==> src/rtl/lwt_pkg.sv <==
`timescale 1ns/1ps
package lwt_pkg;
   // byte offsets of the register window
   localparam int OFF_COUNT = 0;
   localparam int OFF_CTRL  = 4;
   localparam int OFF_LIMIT = 8;
   // control bit positions
   localparam int CB_WD = 0;
   localparam int CB_NH = 1;
   localparam int CB_IE = 2;
   localparam int CTRL_BITS = 3;

   typedef struct packed {
      logic ie;   // interrupt enable
      logic nh;   // count only while not halted
      logic wd;   // watchdog enable
   } ctrl_t;
endpackage

==> src/rtl/lwt_delay.sv <==
`timescale 1ns/1ps
module lwt_delay #(
   parameter int DEPTH = 2
) (
   input  logic clk,
   input  logic rst_n,
   input  logic d,
   output logic q
);
   generate
      if (DEPTH < 1) begin : g_bad
         $error("lwt_delay: DEPTH must be at least 1");
      end
      if (DEPTH == 1) begin : g_one
         logic stg_q;
         always_ff @(posedge clk or negedge rst_n) begin
            if (!rst_n) stg_q <= 1'b0;
            else        stg_q <= d;
         end
         assign q = stg_q;
      end else begin : g_many
         logic [DEPTH-1:0] sr_q;
         always_ff @(posedge clk or negedge rst_n) begin
            if (!rst_n) sr_q <= '0;
            else        sr_q <= {sr_q[DEPTH-2:0], d};
         end
         assign q = sr_q[DEPTH-1];

         // the first stage captures each request
         p_stage_r8: assert property (@(posedge clk) disable iff (!rst_n)
            d |=> sr_q[0]);
      end
   endgenerate
endmodule

==> src/rtl/lwt_counter.sv <==
`timescale 1ns/1ps
module lwt_counter #(
   parameter int DATA_W = 32
) (
   input  logic              clk,
   input  logic              rst_n,
   input  logic              load,
   input  logic [DATA_W-1:0] load_val,
   input  logic              inc_en,
   input  logic [DATA_W-1:0] limit,
   output logic [DATA_W-1:0] count_q,
   output logic              hit
);
   localparam logic [DATA_W-1:0] ONE = {{(DATA_W-1){1'b0}}, 1'b1};

   logic [DATA_W-1:0] cnt_plus;

   assign cnt_plus = count_q + ONE;
   // a load cycle never declares the limit event
   assign hit = inc_en && !load && (cnt_plus == limit);

   always_ff @(posedge clk or negedge rst_n) begin
      if (!rst_n)      count_q <= '0;
      else if (load)   count_q <= load_val;
      else if (inc_en) count_q <= hit ? '0 : cnt_plus;
   end

   p_load_r2: assert property (@(posedge clk) disable iff (!rst_n)
      load |=> count_q == $past(load_val));
   p_wrap_r3: assert property (@(posedge clk) disable iff (!rst_n)
      hit |=> count_q == '0);
   p_step_r3: assert property (@(posedge clk) disable iff (!rst_n)
      (inc_en && !load && !hit) |=> count_q == $past(count_q) + ONE);
endmodule

==> src/rtl/lwt_regs.sv <==
`timescale 1ns/1ps
module lwt_regs
   import lwt_pkg::*;
#(
   parameter int DATA_W = 32,
   parameter int ADDR_W = 4
) (
   input  logic              clk,
   input  logic              rst_n,
   input  logic              bus_sel,
   input  logic              bus_wr,
   input  logic [ADDR_W-1:0] bus_addr,
   input  logic [DATA_W-1:0] bus_wdata,
   output logic [DATA_W-1:0] bus_rdata,
   input  logic [DATA_W-1:0] count_q,
   input  logic              hit,
   output logic              cnt_load,
   output ctrl_t             ctrl_q,
   output logic [DATA_W-1:0] limit_q,
   output logic              pend_q
);
   localparam logic [ADDR_W-1:0] A_CNT = ADDR_W'(OFF_COUNT);
   localparam logic [ADDR_W-1:0] A_CTL = ADDR_W'(OFF_CTRL);
   localparam logic [ADDR_W-1:0] A_LIM = ADDR_W'(OFF_LIMIT);

   logic wr_any, wr_ctl, wr_lim, clr_pend;

   assign wr_any   = bus_sel && bus_wr;
   assign cnt_load = wr_any && (bus_addr == A_CNT);
   assign wr_ctl   = wr_any && (bus_addr == A_CTL);
   assign wr_lim   = wr_any && (bus_addr == A_LIM);
   assign clr_pend = wr_ctl && bus_wdata[CB_IE];

   always_ff @(posedge clk or negedge rst_n) begin
      if (!rst_n) begin
         ctrl_q  <= '0;
         limit_q <= '0;
         pend_q  <= 1'b0;
      end else begin
         if (wr_ctl) begin
            ctrl_q.ie <= bus_wdata[CB_IE];
            ctrl_q.nh <= bus_wdata[CB_NH];
            ctrl_q.wd <= bus_wdata[CB_WD];
         end
         if (wr_lim) limit_q <= bus_wdata;
         // a new event outranks a clear in the same cycle
         if (hit)           pend_q <= 1'b1;
         else if (clr_pend) pend_q <= 1'b0;
      end
   end

   always_comb begin
      bus_rdata = '0;
      if (bus_sel) begin
         case (bus_addr)
            A_CNT:   bus_rdata = count_q;
            A_CTL:   bus_rdata = {{(DATA_W-CTRL_BITS){1'b0}}, ctrl_q};
            A_LIM:   bus_rdata = limit_q;
            default: bus_rdata = '0;
         endcase
      end
   end

   p_sticky_r6: assert property (@(posedge clk) disable iff (!rst_n)
      (pend_q && !clr_pend) |=> pend_q);
   p_set_r6: assert property (@(posedge clk) disable iff (!rst_n)
      hit |=> pend_q);
   p_clear_r7: assert property (@(posedge clk) disable iff (!rst_n)
      (clr_pend && !hit) |=> !pend_q);
endmodule

==> src/rtl/limit_wdog_timer.sv <==
`timescale 1ns/1ps
module limit_wdog_timer
   import lwt_pkg::*;
#(
   parameter int DATA_W   = 32,
   parameter int ADDR_W   = 4,
   parameter int WDOG_DLY = 2
) (
   input  logic              clk,
   input  logic              rst_n,
   input  logic              bus_sel,
   input  logic              bus_wr,
   input  logic [ADDR_W-1:0] bus_addr,
   input  logic [DATA_W-1:0] bus_wdata,
   output logic [DATA_W-1:0] bus_rdata,
   input  logic              halt_i,
   output logic              irq_o,
   output logic              wdog_rst_o
);
   generate
      if (DATA_W < CTRL_BITS + 1) begin : g_chk_w
         $error("limit_wdog_timer: DATA_W too small for control bits");
      end
      if ((1 << ADDR_W) <= OFF_LIMIT) begin : g_chk_a
         $error("limit_wdog_timer: ADDR_W cannot reach the limit offset");
      end
   endgenerate

   ctrl_t             ctrl_q;
   logic [DATA_W-1:0] count_q, limit_q;
   logic              cnt_load, hit, inc_en, pend_q;

   assign inc_en = !(ctrl_q.nh && halt_i);

   lwt_regs #(.DATA_W(DATA_W), .ADDR_W(ADDR_W)) u_regs (
      .clk      (clk),
      .rst_n    (rst_n),
      .bus_sel  (bus_sel),
      .bus_wr   (bus_wr),
      .bus_addr (bus_addr),
      .bus_wdata(bus_wdata),
      .bus_rdata(bus_rdata),
      .count_q  (count_q),
      .hit      (hit),
      .cnt_load (cnt_load),
      .ctrl_q   (ctrl_q),
      .limit_q  (limit_q),
      .pend_q   (pend_q)
   );

   lwt_counter #(.DATA_W(DATA_W)) u_cnt (
      .clk     (clk),
      .rst_n   (rst_n),
      .load    (cnt_load),
      .load_val(bus_wdata),
      .inc_en  (inc_en),
      .limit   (limit_q),
      .count_q (count_q),
      .hit     (hit)
   );

   lwt_delay #(.DEPTH(WDOG_DLY)) u_wdog (
      .clk  (clk),
      .rst_n(rst_n),
      .d    (hit && ctrl_q.wd),
      .q    (wdog_rst_o)
   );

   assign irq_o = pend_q && ctrl_q.ie;

   // a gated, halted cycle without a load leaves the count alone
   p_hold_r5: assert property (@(posedge clk) disable iff (!rst_n)
      (ctrl_q.nh && halt_i && !cnt_load) |=> $stable(count_q));

   generate
      if (WDOG_DLY == 2) begin : g_wd_chk
         p_wdog_two_r8: assert property (@(posedge clk) disable iff (!rst_n)
            (hit && ctrl_q.wd) |-> ##2 wdog_rst_o);
      end
   endgenerate
endmodule

==> config.mk <==
export PLATFORM = sky130hd
export DESIGN_NAME = limit_wdog_timer
export DESIGN_NICKNAME = d
export VERILOG_FILES = /design/src/rtl/lwt_pkg.sv /design/src/rtl/lwt_delay.sv /design/src/rtl/lwt_counter.sv /design/src/rtl/lwt_regs.sv /design/src/rtl/limit_wdog_timer.sv
export SDC_FILE = /design/constraint.sdc
export NUM_CORES = 1
export LEC_CHECK = 0
export BUFFER_PORTS_ARGS = -buffer_cell sky130_fd_sc_hd__clkbuf_2
export CAP_MARGIN = 20
export CORE_ASPECT_RATIO = 1.4
export CORE_UTILIZATION = 59
export CTS_CLUSTER_DIAMETER = 80
export DETAILED_ROUTE_END_ITERATION = 16
export HOLD_SLACK_MARGIN = 0.15
export PLACE_DENSITY = 0.82
export SETUP_SLACK_MARGIN = 0.5
export SYNTH_ARGS = -nofsm -noshare
export SYNTH_HDL_FRONTEND = slang
export SYNTH_SLANG_ARGS = --single-unit
==> constraint.sdc <==
create_clock -name clk -period 7.02 [get_ports clk]
set_input_delay 0 -clock clk [delete_from_list [all_inputs] [get_ports clk]]
set_output_delay 0 -clock clk [all_outputs]
set_load 0.02 [all_outputs]
### Word-level counts from Yosys, hierarchy flattened

Cells that the tools add are included.

| storage, ports and cells | value |
|---|---|
| flip-flop bits (word level) | 70 |
| output and inout bits | 34 |
| bits of input ports | 41 |
| word-level logic and storage cells | 33 |

| operators by class | value |
|---|---|
| reduce and logical (&&, ||, !) cells | 14 |
| muxes and demuxes | 7 |
| add/subtract/negate cells | 1 |
| equal/unequal tests | 4 |

Operators with widths:

| kind | count |
|---|---|
| 32-bit 2-to-1 mux | 4 |
| 32-bit one-hot mux with 3 select lines | 1 |
| 32-bit by 1-bit adder with 32-bit output, second input constant | 1 |
| 32-bit == test | 1 |
| 1-bit logical AND | 10 |
| 4-bit by 3-bit == test with 1-bit output, second input constant | 1 |
| 4-bit == test, second input constant | 1 |
| 4-bit logical NOT | 1 |
| 1-bit logical NOT | 2 |
| 1-bit 2-to-1 mux | 2 |
| 2-bit by 1-bit != test with 1-bit output, second input constant | 1 |
| 2-bit nonzero test | 1 |

### Longest topological paths before layout

Gate-level depths: netlist of the first run.

| depth | value |
|---|---|
| word-level depth | 8 |
| mapped depth | 12 |
| gate-level depth less buffers | 10 |

### Hierarchy

From an unflattened synthesis of the first run, not the netlist that was laid out.

| second synthesis, totals | value |
|---|---|
| cell total of the unflattened synthesis | 614 |
| area, all modules | 5,361.4 µm² |

Modules (own cells, without submodules):

| module | cells an instance | area each (µm²) | times used | sequential area each (µm²) |
|---|---|---|---|---|
| lwt_counter | 446 | 3,457.1 | 1 | 800.8 |
| lwt_regs | 163 | 1,838.0 | 1 | 900.9 |
| lwt_delay | 2 | 50.0 | 1 | 50.0 |
| limit_wdog_timer | 3 | 16.3 | 1 | 0.0 |

### Worst setup path before layout of the first run

No wires, ideal clock.

| timing path | value |
|---|---|
| path type | register to register |
| start | register u_cnt.count_q[0] |
| end | register u_cnt.count_q[19] |
| stages on the path, launching flop included | 13 |
| path slack | 3.700 ns |
| clock period less this slack | 3.320 ns |
| buffers on the path | 2 |
| arrival | 3.179 ns |
| data required time | 6.879 ns |
| library setup time | 0.141 ns |
| path through | dfrtp_1 -> ha_1 -> nand3_1 -> or4_1 -> buf_4 -> nor4_1 -> xnor2_1 -> nand3_1 -> or4_4 -> nor3_4 -> buf_4 -> a2bb2oi_1 -> a31oi_1 |

| between the ends | value |
|---|---|
| longest elaborated chain between the ends | 6 |

Ends and longest elaborated chain:

| item | RTL line | RTL |
|---|---|---|
| from (decl) | lwt_counter.sv:11 | `output logic [DATA_W-1:0] count_q,` |
| from (signal assigned) | lwt_counter.sv:24 | `else if (load) count_q <= load_val;` |
| from (signal assigned) | lwt_counter.sv:25 | `else if (inc_en) count_q <= hit ? '0 : cnt_plus;` |
| 32-bit by 1-bit adder with 32-bit output * | lwt_counter.sv:18 | `assign cnt_plus = count_q + ONE;` |
| 32-bit == test | lwt_counter.sv:20 | `assign hit = inc_en && !load && (cnt_plus == limit);` |
| 1-bit logical AND | lwt_counter.sv:20 |  |
| 32-bit 2-to-1 mux * (2 in series) | lwt_counter.sv:25 |  |
| 32-bit 2-to-1 mux * | lwt_counter.sv:24 |  |

Every way passes the cells marked *; elsewhere a longest branch is shown, timed or not. The select of a mux whose other input is x is not followed.
A chain may end at the register's enable or synchronous reset.

### Worst setup path after layout of the first run

| timing path | value |
|---|---|
| start | register u_cnt.count_q[0] |
| end | register u_cnt.count_q[27] |

Same word-level chain as after synthesis.

==> results.sh, run 1 <==
export IMPL_die_x_um=82.4
export IMPL_hold_ws_ns=0.168
export IMPL_hold_violations=0
export IMPL_cts_max_path_buffers=2
export IMPL_cts_buffers=9
export IMPL_worst_hold_path_type="input pin to register"
export IMPL_rows=40
export IMPL_root_buffer="clkbuf_16"
export IMPL_antenna_cells=0
export IMPL_setup_viol=0
export IMPL_power_share_sequential=0.390
export IMPL_htree_levels=3
export IMPL_cts_sinks=70
export IMPL_power_frac_comb=0.331
export IMPL_slew_viol_final=0
export IMPL_dp_hpwl_um=10500
export IMPL_layout_drive_gt1_share=0.217
export IMPL_area_growth_syn_to_layout_pct=18.5
export IMPL_cts_resized=0
export IMPL_syn_nets=668
export IMPL_gp_congestion=0.943
export IMPL_crit_chain="ha_1 -> nand3_1 -> or4_1 -> nor4_1 -> xnor2_1 -> nand3_1 -> or4_4 -> nor3_4 -> a2bb2oi_1 -> a31oi_1"
export IMPL_worstSkewPairLatency_ns=0.33
export IMPL_hold_buffers=34
export IMPL_initial_core_util=0.614
export IMPL_crit_slowest_cell="or4_1"
export IMPL_worst_ep_arrival_time_ns=4.31
export IMPL_ys_types=62
export IMPL_swShare=0.376
export IMPL_ant_nets=0
export IMPL_p_leak_nw=2.71
export IMPL_avgSynthCellArea_um2=8.54
export IMPL_synth_main_ff_cell="dfrtp_1"
export IMPL_cts_tree="done"
export IMPL_start_kind="register"
export IMPL_p_per_area_mw_per_mm2=277
export IMPL_critPathTopFamily="simple AND/OR/NAND/NOR gates"
export IMPL_final_nets=741
export IMPL_clock_power_share=0.279
export IMPL_vdd_drop_max_uv=245
export IMPL_p_switching_w=0.000661
export IMPL_r2r_start="u_cnt.count_q[0]$_DFFE_PN0P_"
export IMPL_required_ns=7.20
export IMPL_clock_fmax_mhz=242
export IMPL_drtIter0Drc=305
export IMPL_final_cells=809
export IMPL_synth_cells=626
export IMPL_synth_edf_count=0
export IMPL_netlist_area_mm2=0.00535
export IMPL_drc=0
export IMPL_grt_max_degree=71
export IMPL_path_max_fanout=14
export IMPL_cts_setup_buffers=0
export IMPL_p_int_w=0.00109
export IMPL_ys_top_cells_by_count="84 x nor2_1, 70 x dfrtp_1, 36 x clkbuf_1"
export IMPL_worstSetupPathType="register to register"
export IMPL_worst_slew_pin_slew_ns=0.951
export IMPL_grt_pass1_vias=5200
export IMPL_wire_per_inst_um=19.7
export IMPL_min_period_ns=4.13
export IMPL_first_pass_iters=5
export IMPL_min_delay_start="bus_sel"
export IMPL_num_vias=5399
export IMPL_fillers=672
export IMPL_setup_tns_ns=0
export IMPL_skew_ns=0.00729
export IMPL_antenna_found_initial=0
export IMPL_worst_path_buf_inv=0
export IMPL_synth_seq_cells=70
export IMPL_core_region_area_mm2=0.00871
export IMPL_synth_top_area_frac=0.328
export IMPL_wirelength_um=15900
export IMPL_max_stage_delay_ns=0.74
export IMPL_period_share=0.589
export IMPL_synth_area_leaders="dfrtp_1 33%, mux2_2 7.0%, nor2_1 5.9%, a22oi_1 4.2%, xnor2_1 3.9%"
export IMPL_fp_dieH_um=115
export IMPL_dp_cells=759
export IMPL_clk_pin_slew_ns=0.05
export IMPL_grt_overflow_total=0
export IMPL_rsz0062_at_grt="no"
export IMPL_synthArstFlopShare=1.00
export IMPL_via_per_inst=6.67
export IMPL_synth_top_area_cell="dfrtp_1"
export IMPL_endpoint_kind="register"
export IMPL_io_pins=75
export IMPL_relSlewSlack=0.360
export IMPL_grt_use_total=0.355
export IMPL_yosysMostFrequentCell="nor2_1"
export IMPL_cap_violations=0
export IMPL_crit_top_cell="nand3_1"
export IMPL_grt_pass1_wl_um=25500
export IMPL_die_area_mm2=0.00945
export IMPL_ys_warn_count=0
export IMPL_synth_seq_area_share=0.328
export IMPL_startpoint="u_cnt.count_q[0]$_DFFE_PN0P_"
export IMPL_status="finished, final reports clean"
export IMPL_port_buffers=74
## worst min-delay path, stage by stage
cell and delay, ns:
clkbuf_2 0.12, nand3_1 0.09, nor2_1 0.09, o21ai_0 0.16
## per-stage QoR
step           worst slack (ns)   util  cell area (um2)  total power (W)
2_1_floorplan              3.70      -             5350          0.00110
3_3_place_gp               3.17  0.652             5680          0.00121
3_5_place_dp               2.97  0.652             5680          0.00123
4_1_cts                    2.96  0.727             6330          0.00174
5_1_grt                    2.75  0.727             6330          0.00185
6_report                   2.89  0.727             6330          0.00176
## layout make-up
| class | instances | area (um2) | area share |
|---|---|---|---|
| clock buffer | 13 | 250 | 0.0395 |
| clock inverter | 3 | 67.6 | 0.0107 |
| inverter | 16 | 60.1 | 0.00948 |
| multi-input combinational | 485 | 3300 | 0.520 |
| sequential | 70 | 1750 | 0.277 |
| tap | 105 | 131 | 0.0207 |
| timing repair buffer | 117 | 778 | 0.123 |
## final timing paths
| kind | to | slack [ns] | cells past startpoint |
|---|---|---|---|
| setup reg to reg | u_cnt.count_q[27]$_DFFE_PN0P_ | 2.89 | 10 |
| min in group asynchronous | u_regs.limit_q[17]$_DFFE_PN0P_ | 0.38 | 3 |
| max in group asynchronous | u_cnt.count_q[0]$_DFFE_PN0P_ | 6.00 | 3 |
| hold reg to reg | u_wdog.g_many.sr_q[1]$_DFF_PN0_ | 0.36 | 0 |
| hold / removal | u_regs.ctrl_q[2]$_DFFE_PN0P_ | 0.17 | 4 |
| setup / recovery | u_cnt.count_q[27]$_DFFE_PN0P_ | 2.89 | 10 |
## per-layer routing
metal / vias to the layer above / GRT usage / wire length, um
li1: 2465 / - / -
met3: 53 / 0.0661 / 1040
met1: 2608 / 0.426 / 6330
met2: 273 / 0.587 / 7940
met4: 0 / 0.191 / 625
met5: - / 0 / 0
## cell usage in the layout, fill, tap and decap left out, types with 13 or more instances in the layout
cell / n
dfrtp_1: 70
nor4_1: 13
nand4_1: 22
inv_1: 16
nor3_1: 26
xnor2_1: 24
a21oi_1: 22
dlygate4sd3_1: 34
o31ai_1: 15
xor2_1: 19
clkbuf_2: 73
a22oi_1: 30
nor2_1: 83
nand2_1: 30
nand3_1: 21
mux2_2: 33
## sequential cells by signal, summed over array words and instances (netlist names)
| signal | cells |
|---|---|
| u_cnt.count_q | 32 |
| u_regs.ctrl_q | 3 |
| u_regs.limit_q | 32 |
| u_regs.pend_q | 1 |
| u_wdog.g_many.sr_q | 2 |
## power by group through the flow
stage,clock [W],sequential (W),combinational [W]
detailed placement,0,0.000680,0.000553
global placement,0,0.000668,0.000542
floorplan,0,0.000566,0.000535
global route,0.000508,0.000699,0.000641
CTS,0.000494,0.000675,0.000575
finish,0.000489,0.000685,0.000581
## logic make-up after synthesis
logic type      synth area share
buf+inv                   0.0592
mux                       0.0789
compound gates             0.184
flops                      0.328
simple gates               0.278
fa+ha+maj                0.00234
xor+xnor                  0.0705
(Power assumes the default switching activity.)
==> inputs of run 2 (changes only) <==
--- a/config.mk
+++ b/config.mk
@@ -8,11 +8,11 @@
 export BUFFER_PORTS_ARGS = -buffer_cell sky130_fd_sc_hd__clkbuf_2
 export CAP_MARGIN = 20
 export CORE_ASPECT_RATIO = 1.4
-export CORE_UTILIZATION = 59
+export CORE_UTILIZATION = 53
 export CTS_CLUSTER_DIAMETER = 80
 export DETAILED_ROUTE_END_ITERATION = 16
 export HOLD_SLACK_MARGIN = 0.15
-export PLACE_DENSITY = 0.82
+export PLACE_DENSITY = 0.78
 export SETUP_SLACK_MARGIN = 0.5
 export SYNTH_ARGS = -nofsm -noshare
 export SYNTH_HDL_FRONTEND = slang
==> constraint.sdc (replaced) <==
create_clock -name clk -period 3.71 [get_ports clk]
set_input_delay 0 -clock clk [delete_from_list [all_inputs] [get_ports clk]]
set_output_delay 0 -clock clk [all_outputs]
set_load 0.02 [all_outputs]
==> run 2 against run 1 <==
Against the previous run:
- first-iteration DRC count up 75%
- setup slack worse by 2.3 ns
- highest routed layer unchanged
- sequential share of layout area decreased by 2.1 points
- clock skew shrank 0.0020 ns
- sequential power increased by 80%
- largest cell class unchanged
- global-route usage down 1.6 points
- clock-buffer cell count is 1 lower
- clock power up 90%
- maximum frequency increased by 31%
- register-to-register slack got worse by 2.3 ns
==> results.sh, run 2 (synthesized netlist as in run 1, its figures left out) <==
export IMPL_fp_dieH_um=121
export IMPL_fillers=763
export IMPL_wire_per_inst_um=19.5
export IMPL_period_share=0.853
export IMPL_cts_tree="done"
export IMPL_required_ns=3.90
export IMPL_drtIter0Drc=533
export IMPL_clk_pin_slew_ns=0.05
export IMPL_relSlewSlack=0.340
export IMPL_final_cell_mix="83 x nor2_1, 73 x clkbuf_2, 57 x dfrtp_1"
export IMPL_htree_levels=3
export IMPL_rows=43
export IMPL_layout_drive_gt1_share=0.312
export IMPL_regArea_mm2=0.00177
export IMPL_slew_viol_final=0
export IMPL_final_cells=889
export IMPL_grt_max_degree=56
export IMPL_largestRegisters="u_cnt.count_q x32, u_regs.limit_q x32, u_regs.ctrl_q x3"
export IMPL_die_x_um=86.9
export IMPL_setup_tns_ns=0
export IMPL_initial_core_util=0.543
export IMPL_setup_viol=0
export IMPL_hold_violations=0
export IMPL_cts_sinks=70
export IMPL_mostFrequentLayoutCell="nor2_1"
export IMPL_clock_fmax_mhz=316
export IMPL_gp_congestion=0.975
export IMPL_io_pins=75
export IMPL_min_period_ns=3.16
export IMPL_worstSetupPathType="register to register"
export IMPL_grt_pass1_vias=5384
export IMPL_cts_max_path_buffers=2
export IMPL_worst_ep_arrival_time_ns=3.35
export IMPL_worst_hold_path_type="input pin to register"
export IMPL_grt_pass1_wl_um=27100
export IMPL_dp_hpwl_um=11400
export IMPL_worstSkewPairLatency_ns=0.34
export IMPL_ant_nets=0
export IMPL_antenna_found_initial=0
export IMPL_cts_buffers=9
export IMPL_status="finished, final reports clean"
export IMPL_die_area_mm2=0.0105
export IMPL_root_buffer="clkbuf_16"
export IMPL_core_region_area_mm2=0.00985
export IMPL_p_per_area_mw_per_mm2=515
export IMPL_path_max_fanout=13
export IMPL_multi_input_area_mm2=0.00342
export IMPL_rsz0062_at_grt="yes"
export IMPL_hold_ws_ns=0.183
export IMPL_antenna_cells=0
export IMPL_grt_overflow_total=0
export IMPL_via_per_inst=6.39
export IMPL_num_vias=5685
export IMPL_port_buffers=74
export IMPL_area_growth_syn_to_layout_pct=29.3
export IMPL_skew_ns=0.00529
export IMPL_vdd_drop_max_uv=383
export IMPL_p_leak_nw=3.00
export IMPL_dp_cells=814
export IMPL_start_kind="register"
export IMPL_wirelength_um=17400
export IMPL_first_pass_iters=5
export IMPL_final_nets=791
export IMPL_grt_use_total=0.339
export IMPL_drc=0
export IMPL_cap_violations=0
export IMPL_endpoint_kind="register"
export IMPL_worst_slew_pin_slew_ns=0.988
-- run 2: path summary, 6_finish.rpt --
check,start,end,slack [ns],cells past startpoint
min in group asynchronous,rst_n,u_regs.limit_q[24]$_DFFE_PN0P_,0.31,2
max,u_cnt.count_q[1]$_DFFE_PN0P_,u_cnt.count_q[27]$_DFFE_PN0P_,0.55,13
min reg2reg,u_wdog.g_many.sr_q[0]$_DFF_PN0_,u_wdog.g_many.sr_q[1]$_DFF_PN0_,0.35,0
min,bus_sel,u_regs.ctrl_q[2]$_DFFE_PN0P_,0.18,4
max reg2reg,u_cnt.count_q[1]$_DFFE_PN0P_,u_cnt.count_q[27]$_DFFE_PN0P_,0.55,13
max in group asynchronous,rst_n,u_cnt.count_q[1]$_DFFE_PN0P_,2.37,3
-- run 2: metal layers --
layer,GRT usage,vias up,share of wire
li1,-,2574,-
met1,0.399,2786,0.38
met2,0.583,264,0.51
met3,0.0512,61,0.057
met4,0.185,0,0.046
met5,0,-,0
-- run 2: critical path: stages, from the launching register on --
cell and delay (ns):
dfrtp_2 0.42, ha_4 0.18, nand3_2 0.09, buf_4 0.17, nor4_4 0.27, buf_4 0.21
and3_1 0.18, o221a_2 0.18, o22ai_1 0.10, or4_4 0.59, nor3_4 0.17, buf_12 0.16
a2bb2oi_1 0.17, a31oi_1 0.10
-- run 2: through the flow --
step                      total power, W  instance area [um2]  utilization  setup WS, ns
final                            0.00356                 6910        0.702         0.546
after global placement           0.00240                 5930        0.603         0.327
after CTS                        0.00344                 6700        0.681         0.507
after detailed placement         0.00244                 5930        0.603         0.257
after global routing             0.00374                 6910        0.702         0.407
after floorplan                  0.00210                 5360            -         0.509
-- run 2: layout make-up --
type,instances,share of cell area
clock buffer,12,0.0357
timing repair buffer,167,0.170
clock inverter,4,0.0101
inverter,16,0.00869
tap,135,0.0244
multi-input combinational,485,0.495
sequential,70,0.256
-- run 2: report_power, final --
part | switching [W] | internal, W
combinational | 0.000746 | 0.000659
clock | 0.000325 | 0.000605
sequential | 0.000272 | 0.000954
total | 0.00134 | 0.00222
-- run 2: timing repair --
item	4_1_cts	5_1_grt
pin swaps	5	4
hold buffers	34	0
setup buffers	8	16
gates resized for setup	16	20
hold endpoints to repair	103	0
gates cloned	0	1
setup endpoints to repair	33	16
